<file path="src/rtl/supv_pkg.sv">
package supv_pkg;

   localparam int unsigned OPT_W = 4;

   // hold-time choices in microseconds, indexed by opt[1:0]
   function automatic longint unsigned hold_us(input int unsigned code);
      case (code)
         0:       return 64'd1_400;
         1:       return 64'd28_000;
         2:       return 64'd200_000;
         default: return 64'd1_600_000;
      endcase
   endfunction

   // watchdog timeout choices in microseconds, indexed by opt[3:2]
   function automatic longint unsigned wdt_us(input int unsigned code);
      case (code)
         0:       return 64'd6_200;
         1:       return 64'd102_000;
         2:       return 64'd1_600_000;
         default: return 64'd25_600_000;
      endcase
   endfunction

   // microseconds to clock cycles, never below one cycle
   function automatic longint unsigned us_to_cyc(input longint unsigned us,
                                                 input longint unsigned hz,
                                                 input longint unsigned div);
      longint unsigned c;
      c = (us * hz) / (64'd1_000_000 * div);
      return (c == 0) ? 64'd1 : c;
   endfunction

endpackage

</file>
<file path="src/rtl/supv_sync.sv">
module supv_sync #(
   parameter int unsigned W       = 2,
   parameter logic [W-1:0] RST_VAL = '0
) (
   input  logic         clk,
   input  logic         rst_n,
   input  logic [W-1:0] d,
   output logic [W-1:0] q
);
   generate
      for (genvar i = 0; i < W; i++) begin : g_bit
         logic st1, st2;
         always_ff @(posedge clk or negedge rst_n) begin
            if (!rst_n) begin
               st1 <= RST_VAL[i];
               st2 <= RST_VAL[i];
            end else begin
               st1 <= d[i];
               st2 <= st1;
            end
         end
         assign q[i] = st2;
      end
   endgenerate
endmodule

</file>
<file path="src/rtl/supv_mr_qual.sv">
module supv_mr_qual #(
   parameter int unsigned LIM = 7,
   parameter int unsigned CW  = $clog2(LIM + 1)
) (
   input  logic clk,
   input  logic rst_n,
   input  logic low_s,
   output logic active
);
   generate
      if (LIM < 2) begin : g_bad_lim
         $error("supv_mr_qual: LIM must be at least 2");
      end
   endgenerate

   localparam logic [CW-1:0] LIM_V = CW'(LIM);
   logic [CW-1:0] cnt;

   always_ff @(posedge clk or negedge rst_n) begin
      if (!rst_n)              cnt <= '0;
      else if (!low_s)         cnt <= '0;
      else if (cnt != LIM_V)   cnt <= cnt + CW'(1);
   end

   assign active = low_s && (cnt == LIM_V);

   AST_MR_NEEDS_LOW_RUN: assert property (@(posedge clk) disable iff (!rst_n)
      $rose(active) |-> ($past(low_s) && $past(low_s, 2)));
endmodule

</file>
<file path="src/rtl/supv_wdog.sv">
module supv_wdog #(
   parameter int unsigned CW = 8
) (
   input  logic          clk,
   input  logic          rst_n,
   input  logic          wdi_s,
   input  logic          hold,
   input  logic [CW-1:0] lim,
   output logic          expire
);
   logic          prev;
   logic          edge_s;
   logic [CW-1:0] cnt;

   assign edge_s = wdi_s ^ prev;
   assign expire = !hold && !edge_s && (cnt == lim - CW'(1));

   always_ff @(posedge clk or negedge rst_n) begin
      if (!rst_n) begin
         prev <= 1'b0;
         cnt  <= '0;
      end else begin
         prev <= wdi_s;
         if (hold || edge_s || expire) cnt <= '0;
         else                          cnt <= cnt + CW'(1);
      end
   end

   AST_EDGE_CLEARS: assert property (@(posedge clk) disable iff (!rst_n)
      edge_s |=> (cnt == '0));
   AST_HELD_IN_RESET: assert property (@(posedge clk) disable iff (!rst_n)
      hold |=> (cnt == '0));
endmodule

</file>
<file path="src/rtl/supv_reset_seq.sv">
module supv_reset_seq #(
   parameter longint unsigned CLK_HZ     = 50_000_000,
   parameter int unsigned     TIME_DIV   = 1,
   parameter bit              ACTIVE_LOW = 1'b1,
   parameter int unsigned     MR_MIN_US  = 25,
   parameter int unsigned     MR_DLY_US  = 12
) (
   input  logic                         clk,
   input  logic                         rst_n,
   input  logic                         supply_ok,
   input  logic                         mr_n,
   input  logic                         wdi,
   input  logic [supv_pkg::OPT_W-1:0]   opt,
   output logic                         rst_out
);
   import supv_pkg::*;

   localparam longint unsigned HOLD_MAX = us_to_cyc(hold_us(3), CLK_HZ, 64'(TIME_DIV));
   localparam longint unsigned WDT_MAX  = us_to_cyc(wdt_us(3), CLK_HZ, 64'(TIME_DIV));
   localparam int unsigned HCW = $clog2(HOLD_MAX + 1);
   localparam int unsigned WCW = $clog2(WDT_MAX + 1);
   localparam int unsigned MR_LIM = int'(us_to_cyc(64'(MR_MIN_US), CLK_HZ, 64'd1)
                                       + us_to_cyc(64'(MR_DLY_US), CLK_HZ, 64'd1));

   generate
      if (CLK_HZ == 0) begin : g_bad_clk
         $error("supv_reset_seq: CLK_HZ must be nonzero");
      end
      if (TIME_DIV == 0) begin : g_bad_div
         $error("supv_reset_seq: TIME_DIV must be nonzero");
      end
   endgenerate

   // cycle tables, one entry per option code
   logic [HCW-1:0] hold_tbl [4];
   logic [WCW-1:0] wdt_tbl  [4];
   generate
      for (genvar i = 0; i < 4; i++) begin : g_tbl
         assign hold_tbl[i] = HCW'(us_to_cyc(hold_us(i), CLK_HZ, 64'(TIME_DIV)));
         assign wdt_tbl[i]  = WCW'(us_to_cyc(wdt_us(i),  CLK_HZ, 64'(TIME_DIV)));
      end
   endgenerate

   logic [1:0]             async_s;
   logic                   mr_act;
   logic                   wd_exp;
   logic                   rst_active;
   logic [OPT_W-1:0]       opt_q;
   logic [HCW-1:0]         hcnt;
   logic [HCW-1:0]         hold_lim;
   logic                   cause;

   supv_sync #(.W(2), .RST_VAL(2'b01)) u_sync (
      .clk   (clk),
      .rst_n (rst_n),
      .d     ({wdi, mr_n}),
      .q     (async_s)
   );

   supv_mr_qual #(.LIM(MR_LIM)) u_mr (
      .clk    (clk),
      .rst_n  (rst_n),
      .low_s  (~async_s[0]),
      .active (mr_act)
   );

   supv_wdog #(.CW(WCW)) u_wd (
      .clk    (clk),
      .rst_n  (rst_n),
      .wdi_s  (async_s[1]),
      .hold   (rst_active),
      .lim    (wdt_tbl[opt_q[3:2]]),
      .expire (wd_exp)
   );

   // option code follows the input only while reset is asserted
   always_ff @(posedge clk or negedge rst_n) begin
      if (!rst_n)          opt_q <= '0;
      else if (rst_active) opt_q <= opt;
   end

   assign hold_lim = hold_tbl[opt_q[1:0]];
   assign cause    = !supply_ok || mr_act || wd_exp;

   always_ff @(posedge clk or negedge rst_n) begin
      if (!rst_n) begin
         rst_active <= 1'b1;
         hcnt       <= '0;
      end else if (cause) begin
         rst_active <= 1'b1;
         hcnt       <= '0;
      end else if (rst_active) begin
         if (hcnt >= hold_lim - HCW'(1)) rst_active <= 1'b0;
         else                            hcnt <= hcnt + HCW'(1);
      end
   end

   generate
      if (ACTIVE_LOW) begin : g_out_low
         assign rst_out = ~rst_active;
      end else begin : g_out_high
         assign rst_out = rst_active;
      end
   endgenerate

   AST_SUPPLY_FORCES: assert property (@(posedge clk) disable iff (!rst_n)
      !supply_ok |=> rst_active);
   AST_HOLD_RESTART: assert property (@(posedge clk) disable iff (!rst_n)
      (rst_active && !supply_ok) |=> (hcnt == '0));
   AST_MR_KEEPS: assert property (@(posedge clk) disable iff (!rst_n)
      mr_act |=> rst_active);
   AST_OPT_FROZEN: assert property (@(posedge clk) disable iff (!rst_n)
      !rst_active |=> $stable(opt_q));
   AST_NO_WD_IN_RESET: assert property (@(posedge clk) disable iff (!rst_n)
      rst_active |-> !wd_exp);
endmodule

</file>
<file path="config.mk">
export PLATFORM = sky130hd
export DESIGN_NAME = supv_reset_seq
export DESIGN_NICKNAME = d
export VERILOG_FILES = /design/src/rtl/supv_pkg.sv /design/src/rtl/supv_sync.sv /design/src/rtl/supv_mr_qual.sv /design/src/rtl/supv_wdog.sv /design/src/rtl/supv_reset_seq.sv
export SDC_FILE = /design/constraint.sdc
export NUM_CORES = 1
export LEC_CHECK = 0
export ABC_CLOCK_PERIOD_IN_PS = 8100
export BUFFER_PORTS_ARGS = -buffer_cell sky130_fd_sc_hd__buf_2
export CORE_AREA = 2 2 97 99
export CTS_CLUSTER_DIAMETER = 40
export DETAILED_ROUTE_END_ITERATION = 8
export DIE_AREA = 0 0 99 101
export GPL_TIMING_DRIVEN = 0
export MAX_ROUTING_LAYER = met4
export PLACE_DENSITY_LB_ADDON = 0.3
export SLEW_MARGIN = 5
export SYNTH_ARGS = -nofsm -noshare
export SYNTH_HDL_FRONTEND = slang
export SYNTH_SLANG_ARGS = --single-unit
</file>
<file path="constraint.sdc">
create_clock -name clk -period 8.1 [get_ports clk]
set_input_delay 2.025 -clock clk [delete_from_list [all_inputs] [get_ports clk]]
set_output_delay 2.025 -clock clk [all_outputs]
set_load 0.05 [all_outputs]
</file>
==> metrics.yaml, run 1 <==
status:
  status: "finished clean"
detailed_routing:
  drt_pass1_iterations: 5
  drt-initial-drc-count: 230
  drc_errors: 0
  vias: 3957
  ant_nets: 0
  wl_per_cell_um: 16.1
  wl_um: 10400
  routed_via_density: 6.12
flow_run:
  drv_cap: 0
setup_path:
  crit_arrival_ps: 1620
  worstPathMaxFanout: 10
  crit_family: "buffers and inverters"
  crit_type: "register to output port"
  rr_endpoint: "hcnt[3]"
  cp-end-kind: "output port"
  crit_slowest_cell: "dfstp_2"
  start_kind: "register"
  slowest_delay_ps: 530
  crit_chain: "clkbuf_1 -> inv_1 -> buf_2"
  rr_worst_depth: 12
  cp_num_buf_inv: 3
  r2r-start: "opt_q[1]"
  cp_num_cells: 3
  cp.required_ps: 6080
  r2r_setup_slack_ps: 4680
die:
  row_count: 35
  dieWidth_um: 99
  die_y_um: 101
  io-pin-count: 10
  start_util: 0.530
  dieArea_um2: 10000
  coreArea_um2: 8980
power_and_ir_drop:
  ir_drop_mv: 0.121
  pwr-share-clk: 0.434
  power_w: 0.000792
  internal_power_w: 0.000593
  p_sw_w: 0.000199
  swShare: 0.251
  p_seq_frac: 0.511
  comb_power_share: 0.055
  leakage_nw: 2.18
  p_per_area_nw_per_um2: 152
synthesis:
  synth_common_cells: "76 x dfrtp_1, 53 x nor2_1, 37 x nand3_1"
  ys_seq_area_frac: 0.416
  synth.distinct_cells: 46
  synth_area_um2: 4760
  ys_warn_count: 0
  syn_inst: 510
  synth_ff_type: "dfrtp_1"
  synth_top_area_cell: "dfrtp_1"
  syn_nets: 552
  ys_ff_latch: 79
  synth_top_area_frac: 0.399
  ys_async_sr_fraction: 1.00
  synth.most_common_cell: "dfrtp_1"
  synth_area_per_cell_um2: 9.34
  synth-edff-count: 0
  synth_area_leaders: "dfrtp_1 40%, ha_1 8.7%, xor2_1 4.4%"
sta:
  hold_viol_final: 0
  fin_crit_sh: 0.450
  rsz0062_at_grt: "no"
  post-route-min-period_ps: 3650
  skew_ps: 8.34
  finalSetupTns_ps: 0
  finalSetupViolations: 0
  maxSlewViolCount: 0
  fmaxAchievable_ghz: 0.274
  worst_slew_pin_slew_ps: 957
  relSlewSlack: 0.356
global_route:
  grt_pass1_vias: 3809
  overflow: 0
  grt_max_degree: 54
  antenna_found_initial: 0
  grt_use_total: 0.227
  grt_pass1_wl_um: 17700
clocking:
  clockBufferDepth: 2
  cts_setup_buffers: 0
  hold_buffers: 0
  root_buffer: "clkbuf_8"
  clk-insertion-delay-late_ps: 370
  htreeDepth: 3
  tritoncts.num_buffers: 9
  cts.sinks: 79
  cts_resized: 0
  clk_pin_slew_ps: 90
  cts_tree: "done"
min_path:
  hold_path_end: "u_sync.g_bit[0].st2"
  hold_start: "u_sync.g_bit[0].st1"
  hold_path_class: "register to register"
  min_path_cells: 0
placed_design:
  port_buffers: 9
  dp_hpwl_um: 7590
  dp.cells: 631
  place.gp.congestion: 0.931
cells_and_area:
  syn2layout_area_growth_pct: 9.27
  regArea_um2: 1980
  drive_above_1_share: 0.0746
  layoutNonFillerInstCount: 647
  fin_util: 0.580
  fill_cells: 750
  diodes: 0
  multi_input_comb_area_um2: 2630
  num-nets-final: 573
==> layout by cell type (no fill, tap or decap), types with 9 or more instances in the layout <==
| cell | synthesis | final |
|---|---|---|
| xor2_1 | 24 | 24 |
| nand2_1 | 33 | 33 |
| or4_1 | 12 | 12 |
| nor2_1 | 53 | 53 |
| o21ai_0 | 18 | 18 |
| buf_2 | 3 | 11 |
| nor3_1 | 12 | 12 |
| ha_1 | 33 | 33 |
| clkbuf_8 | 0 | 9 |
| a21oi_1 | 27 | 27 |
| nand3b_1 | 10 | 10 |
| mux2i_1 | 12 | 12 |
| xnor2_1 | 20 | 20 |
| clkbuf_1 | 15 | 15 |
| nand4_1 | 21 | 21 |
| nor4_1 | 11 | 11 |
| inv_1 | 16 | 16 |
| or3_1 | 9 | 9 |
| o31ai_1 | 10 | 10 |
| nand3_1 | 37 | 37 |
| dfrtp_1 | 76 | 76 |
==> stage by stage <==
stage / worst slack (ps) / hold WS, ps / instance area, µm²
global route: 4320 / 370 / 5200
global placement: 4460 / 344 / 4950
floorplan: 5070 / 331 / 4760
finish: 4450 / 361 / 5200
detailed placement: 4690 / 341 / 4980
CTS: 4430 / 363 / 5200
==> metal layers <==
metal	up-vias	global-route usage	part of all wire
li1	1891	-	-
met1	1914	0.309	0.47
met2	122	0.343	0.44
met3	30	0.0409	0.060
met4	0	0.0822	0.022
met5	-	-	0
==> worst register-to-register path: stages (launching register included) <==
cell      delay, ps
dfrtp_1         420
inv_1           260
ha_1            330
xnor2_1         150
ha_1            280
nand4_1         130
nor4_1          470
o21ai_0         200
o21ai_2         250
buf_6           180
clkbuf_1        370
o21ai_0         160
a21oi_1         150
==> cell type report <==
class / count / area share
plain buffers: 20 / 0.0180
clock buffers: 9 / 0.0238
clock inverters: 7 / 0.0200
inverters: 16 / 0.0115
multi-input cells: 395 / 0.505
flip-flops and latches: 79 / 0.381
well taps: 111 / 0.0267
repair buffers: 10 / 0.0144
==> logic make-up (layout without fill, tap and decap cells) <==
| group | count (synthesis) | after routing | synth area share |
|---|---|---|---|
| adders and majority gates | 33 | 33 | 0.0867 |
| AOI/OAI and AO/OA | 72 | 72 | 0.0938 |
| and+or+nand+nor | 233 | 233 | 0.264 |
| muxes | 12 | 12 | 0.0252 |
| buffers and inverters | 36 | 62 | 0.0323 |
| other | 1 | 1 | 0.000787 |
| DFF | 79 | 79 | 0.416 |
| xor gates and xnor gates | 44 | 44 | 0.0809 |
==> power groups by stage <==
stage          registers [W]  clock network, W  logic (W)
2_1_floorplan       0.000411                 0  0.0000255
3_3_place_gp        0.000412                 0  0.0000405
3_5_place_dp        0.000412                 0  0.0000441
4_1_cts             0.000404          0.000347  0.0000443
5_1_grt             0.000405          0.000362  0.0000502
6_report            0.000404          0.000343  0.0000438
==> flip-flops by register name, summed over array words and instances (netlist names) <==
signal / flops
rst_active: 1
hcnt: 27
u_sync.g_bit.st1: 2
u_mr.cnt: 11
u_wd.cnt: 31
opt_q: 4
u_sync.g_bit.st2: 2
u_wd.prev: 1
==> worst max-delay path by stage <==
stage	slack, ps	start	to
floorplan	5070	rst_active	rst_out
global placement	4460	rst_n	hcnt[12]
detailed placement	4690	opt_q[1]	hcnt[8]
CTS	4430	rst_active	rst_out
global route	4320	opt_q[1]	hcnt[3]
finish	4450	rst_active	rst_out
Power figures use the tool's default switching activity.
==> run 2: changes to the inputs <==
- ABC_CLOCK_PERIOD_IN_PS: 8100 -> 2930
- clock period: 8.1 -> 2.93 ns (I/O delays scaled with it)
==> run 2 against run 1 <==
  * Design area rose by 2.7%
  * Setup slack got worse by 4400 ps
  * Final cell count rose by 0.77%
  * Critical path depth rose by 7
  * Sequential cell count did not move
  * Register-to-register slack got worse by 4600 ps
  * Combinational power rose to 3.0 times the previous value
  * Clock power rose to 2.8 times the previous value
  * Critical path type is now register to register
  * Largest power group unchanged
==> metrics.yaml, run 2 (synthesis gave the netlist of run 1 again) <==
setup_path:
  rr_endpoint: "hcnt[17]"
  r2r_setup_slack_ps: 80  # -4600 ps
  crit_arrival_ps: 3140  # +1520 ps
  cp.required_ps: 3220  # -2860 ps
  crit_type: "register to register"
  r2r-start: "opt_q[0]"
  setup.worst_path.start: "opt_q[0]"
  rr_worst_depth: 10  # -2
  cp-end-kind: "register"
  worstPathMaxFanout: 10  # unchanged
  start_kind: "register"
global_route:
  grt_max_degree: 54  # unchanged
  grt_pass1_vias: 3886  # +2.0%
  antenna_found_initial: 0  # unchanged
  grt_use_total: 0.231  # +0.00366
  grt_pass1_wl_um: 18100  # +2.0%
  overflow: 0  # unchanged
sta:
  relSlewSlack: 0.360  # +0.00314
  worst_slew_pin_slew_ps: 952  # -4.67 ps
  finalSetupViolations: 0  # unchanged
  fin_crit_sh: 0.973
  hold_viol_final: 0  # unchanged
  fmaxAchievable_ghz: 0.351
  post-route-min-period_ps: 2850
  skew_ps: 8.32  # -0.0166 ps
  maxSlewViolCount: 0  # unchanged
placed_design:
  dp.cells: 631  # unchanged
  port_buffers: 9  # unchanged
  dp_hpwl_um: 7590  # unchanged
  place.gp.congestion: 0.931  # unchanged
min_path:
  hold_path_class: "primary input to asynchronous set/reset pin"
clocking:
  cts.sinks: 79  # unchanged
  hold_buffers: 0  # unchanged
  clk-insertion-delay-late_ps: 370  # about the same
  clk_pin_slew_ps: 90  # about the same
  htreeDepth: 3  # unchanged
  tritoncts.num_buffers: 9  # unchanged
  clockBufferDepth: 2  # unchanged
  cts_tree: "done"
  root_buffer: "clkbuf_8"
die:
  dieWidth_um: 99  # unchanged
  start_util: 0.530  # unchanged
  io-pin-count: 10  # unchanged
  die_y_um: 101  # unchanged
  coreArea_um2: 8980  # unchanged
  dieArea_um2: 10000  # unchanged
  row_count: 35  # unchanged
cells_and_area:
  largest_register_ff_count: 31  # unchanged
  final_cell_mix: "76 x dfrtp_1, 52 x nor2_1, 37 x nand3_1, 32 x nand2_1, 31 x ha_1"
  layoutNonFillerInstCount: 652  # +0.77%
  final_common_cell: "dfrtp_1"
  fin_util: 0.595  # +0.0156
  diodes: 0  # unchanged
  reg.largest.list: "u_wd.cnt x31, hcnt x27, u_mr.cnt x11"
  largest-register: "u_wd.cnt"
  num-nets-final: 578  # +0.87%
  drive_above_1_share: 0.118  # +0.0437
  syn2layout_area_growth_pct: 12.2
detailed_routing:
  drt-initial-drc-count: 292  # +27%
  ant_nets: 0  # unchanged
  drt_pass1_iterations: 5  # unchanged
  routed_via_density: 6.14  # +0.34%
  vias: 4001  # +1.1%
  drc_errors: 0  # unchanged
  wl_um: 10800  # +3.7%
  wl_per_cell_um: 16.5  # +2.9%
power_and_ir_drop:
  ir_drop_mv: 0.334  # +180%
  p_per_area_nw_per_um2: 412  # +170%
  leakage_nw: 2.22  # +2.1%
status:
  status: "finished clean"
flow_run:
  drv_cap: 0  # unchanged
-- run 2: changes by cell type in the layout (fill, tap and decap cells not counted), sizes merged --
cell,change
buf,+8
clkbuf,-3
-- run 2: what timing repair did --
| action | CTS | global route |
|---|---|---|
| buffers inserted | 5 | 0 |
| pin swaps | 3 | 4 |
| setup endpoints to repair | 27 | 27 |
| gates resized for setup | 13 | 15 |
-- run 2: through the flow --
stage / worst slack, ps / hold WS (ps) / setup TNS [ps] / total power [W] / area (µm²)
6_report: 79.2 / 265 / 0 / 0.00220 / 5340
5_1_grt: -24.5 / 292 / -36.8 / 0.00227 / 5340
4_1_cts: -17.7 / 273 / -17.7 / 0.00220 / 5280
3_5_place_dp: -480 / 341 / -10130 / 0.00126 / 4980
3_3_place_gp: -352 / 344 / -7730 / 0.00125 / 4950
2_1_floorplan: 90.8 / 331 / 0 / 0.00121 / 4760
-- run 2: worst max-delay path by stage --
| stage | endpoint | cells after the start |
|---|---|---|
| floorplan | rst_active | 12 |
| global placement | rst_active | 12 |
| detailed placement | hcnt[8] | 12 |
| CTS | rst_active | 12 |
| global route | hcnt[17] | 11 |
| finish | hcnt[17] | 10 |
-- run 2: final cells by class --
type,count,area (µm²)
Fill cell,734,3630
Clock inverter,7,104
Timing Repair Buffer,15,113
Buffer,20,108
Multi-Input combinational cell,395,2710
Tap cell,111,139
Inverter,16,62.6
Clock buffer,9,124
Sequential cell,79,1980
-- run 2: worst max-delay path, stage by stage (launching register included) --
cell and delay [ps]:
dfrtp_1 400, buf_4 150, ha_1 220, ha_4 240, a31o_2 250, a41o_1 220
a211oi_2 260, o21ai_2 120, clkbuf_2 250, nor4_2 430, mux2i_1 230
-- run 2: power breakdown --
part	internal, W	switching (W)	total (W)
clock network	0.000492	0.000464	0.000956
logic	0.0000494	0.0000809	0.000130
registers	0.00110	0.0000142	0.00112
total	0.00164	0.000559	0.00220
-- run 2: per-layer routing --
| layer | GRT usage | routed length [µm] | part of all wire | vias to the layer above |
|---|---|---|---|---|
| met5 | - | 0 | 0 | - |
| met4 | 0.0832 | 262 | 0.024 | 0 |
| met3 | 0.0388 | 579 | 0.054 | 37 |
| met2 | 0.348 | 4880 | 0.45 | 111 |
| met1 | 0.316 | 5060 | 0.47 | 1952 |
| li1 | - | - | - | 1901 |
==> run 3: changes to the inputs <==
- ABC_CLOCK_PERIOD_IN_PS: 2930 -> 3310
- CAP_MARGIN: unset -> 20
- CORE_AREA: 2 2 97 99 -> 2 2 124 78
- DIE_AREA: 0 0 99 101 -> 0 0 126 80
- clock period: 2.93 -> 3.31 ns (I/O delays scaled with it)
==> run 3 against run 2 <==
  * Clock power grew 18%
  * Power grew 1.5%
  * Wire length grew 11%
  * Sequential power shrank 12%
  * Clock skew grew 2.4 ps
  * Non-clock buffer count shrank 4
  * Register-to-register slack gained 110 ps
==> metrics.yaml, run 3 (synthesis gave the netlist of run 1 again) <==
status:
  status: "finished clean"
power_and_ir_drop:
  ir_drop_mv: 0.251  # -25%
  p_per_area_nw_per_um2: 416  # +1.0%
  leakage_nw: 2.26  # +1.5%
  power_w: 0.00224  # +1.5%
placed_design:
  dp_hpwl_um: 8450  # +11%
  port_buffers: 9  # unchanged
  place.gp.congestion: 0.966  # +3.7%
die:
  dieWidth_um: 126  # +27%
  dieArea_um2: 10100  # +0.81%
  die_y_um: 80  # -21%
  start_util: 0.534  # +0.00350
  row_count: 27  # -23%
  coreArea_um2: 8920  # -0.66%
  io-pin-count: 10  # unchanged
clocking:
  clk_pin_slew_ps: 70  # -20 ps
  hold_buffers: 0  # unchanged
  cts.sinks: 79  # unchanged
  clockBufferDepth: 2  # unchanged
  root_buffer: "clkbuf_16"
  cts_tree: "done"
  htreeDepth: 3  # unchanged
  clk-insertion-delay-late_ps: 350  # -20 ps
  tritoncts.num_buffers: 9  # unchanged
cells_and_area:
  final_cell_mix: "76 x dfrtp_1, 53 x nor2_1, 37 x nand3_1, 33 x nand2_1, 33 x ha_1"
  num-nets-final: 574  # -0.69%
  final_common_cell: "dfrtp_1"
  drive_above_1_share: 0.0931  # -0.0252
  largest_register_ff_count: 31  # unchanged
  syn2layout_area_growth_pct: 12.7
  diodes: 0  # unchanged
  reg.largest.list: "u_wd.cnt x31, hcnt x27, u_mr.cnt x11"
  largest-register: "u_wd.cnt"
detailed_routing:
  drt_pass1_iterations: 5  # unchanged
  wl_um: 12000  # +11%
  ant_nets: 0  # unchanged
  wl_per_cell_um: 18.3  # +11%
  drc_errors: 0  # unchanged
  routed_via_density: 6.18  # +0.77%
  drt-initial-drc-count: 395  # +35%
  vias: 4038  # +0.92%
sta:
  rsz0062_at_grt: "no"
  fmaxAchievable_ghz: 0.320  # -8.7%
  finalSetupViolations: 0  # unchanged
  hold_viol_final: 0  # unchanged
  relSlewSlack: 0.382  # +0.0229
  post-route-min-period_ps: 3120  # +273 ps
  maxSlewViolCount: 0  # unchanged
  fin_crit_sh: 0.944  # -0.0294
  finalSetupTns_ps: 0  # unchanged
  skew_ps: 10.8  # +2.44 ps
  worst_slew_pin_slew_ps: 918  # -34.0 ps
global_route:
  grt_use_total: 0.262  # +0.0318
  grt_pass1_vias: 3901  # +0.39%
  grt_pass1_wl_um: 20100  # +11%
  grt_max_degree: 59  # +9.3%
  overflow: 0  # unchanged
  antenna_found_initial: 0  # unchanged
setup_path:
  cp.required_ps: 3570  # +350 ps
  rr_worst_depth: 11  # +1
  start_kind: "register"
  worstPathMaxFanout: 10  # unchanged
  r2r-start: "opt_q[0]"
  setup.worst_path.start: "opt_q[0]"
  crit_type: "register to register"
  cp-end-kind: "register"
  crit_arrival_ps: 3390  # +250 ps
min_path:
  hold_start: "u_sync.g_bit[1].st1"
  hold_path_class: "register to register"
  min_path_cells: 0
flow_run:
  drv_cap: 0  # unchanged
## run 3: changes by cell type in the layout (fill, tap and decap cells not counted), sizes merged
cell and delta:
clkinvlp -2, buf -7, clkbuf +4, inv +1
## run 3: worst paths after layout
path                                  endpoint  slack [ps]
max                                    hcnt[8]         190
min                        u_sync.g_bit[1].st2         350
max reg2reg                            hcnt[8]         190
min reg2reg                u_sync.g_bit[1].st2         350
max in group asynchronous  u_sync.g_bit[0].st2        2300
min in group asynchronous         u_wd.cnt[11]         380
## run 3: final cells by class
cell class / instances / area (µm²)
fillers: 747 / 3550
multi-input cells: 395 / 2660
flip-flops and latches: 79 / 1980
clock buffers: 10 / 239
well taps: 116 / 145
plain buffers: 20 / 101
clock inverters: 6 / 97.6
repair buffers: 11 / 82.6
inverters: 16 / 60.1
## run 3: critical path, stage by stage, from the launching register on
cell and delay (ps):
dfrtp_1 420, inv_1 130, ha_1 360, inv_1 80
ha_1 290, a211o_1 250, a21oi_1 230, a21bo_2 260
o21ai_1 250, buf_2 300, or3_1 320, a21oi_1 140
## run 3: power by group
part           internal [W]  total [W]  switching [W]  leakage (nW)
registers          0.000978   0.000991      0.0000134          1.07
logic             0.0000399   0.000111      0.0000714          1.02
clock network      0.000695    0.00113       0.000439         0.166
total               0.00171    0.00224       0.000524          2.26
## run 3: timing repair
| item | 4_1_cts | 5_1_grt |
|---|---|---|
| setup buffers | 0 | 1 |
| resized for setup | 2 | 14 |
| endpoints found under the setup margin | 12 | 27 |
| pin swaps | 0 | 1 |
## run 3: metal layers
layer  GRT usage  share of wire  vias to the layer above
li1            -              -                     1901
met1       0.378           0.47                     1915
met2       0.358           0.41                      194
met3      0.0677           0.10                       28
met4      0.0879          0.015                        0
met5           -              0                        -
## run 3: per-stage QoR
stage / instance area [µm²] / setup WS (ps) / instances / util / hold slack, ps
finish: 5370 / 187 / 653 / 0.602 / 347
global route: 5370 / 11.3 / 653 / 0.602 / 357
CTS: 5330 / 6.11 / 652 / 0.597 / 350
floorplan: 4760 / 471 / 510 / - / 331
detailed placement: 4980 / -106 / 636 / 0.559 / 335
global placement: 4950 / -9.33 / 635 / 0.555 / 334
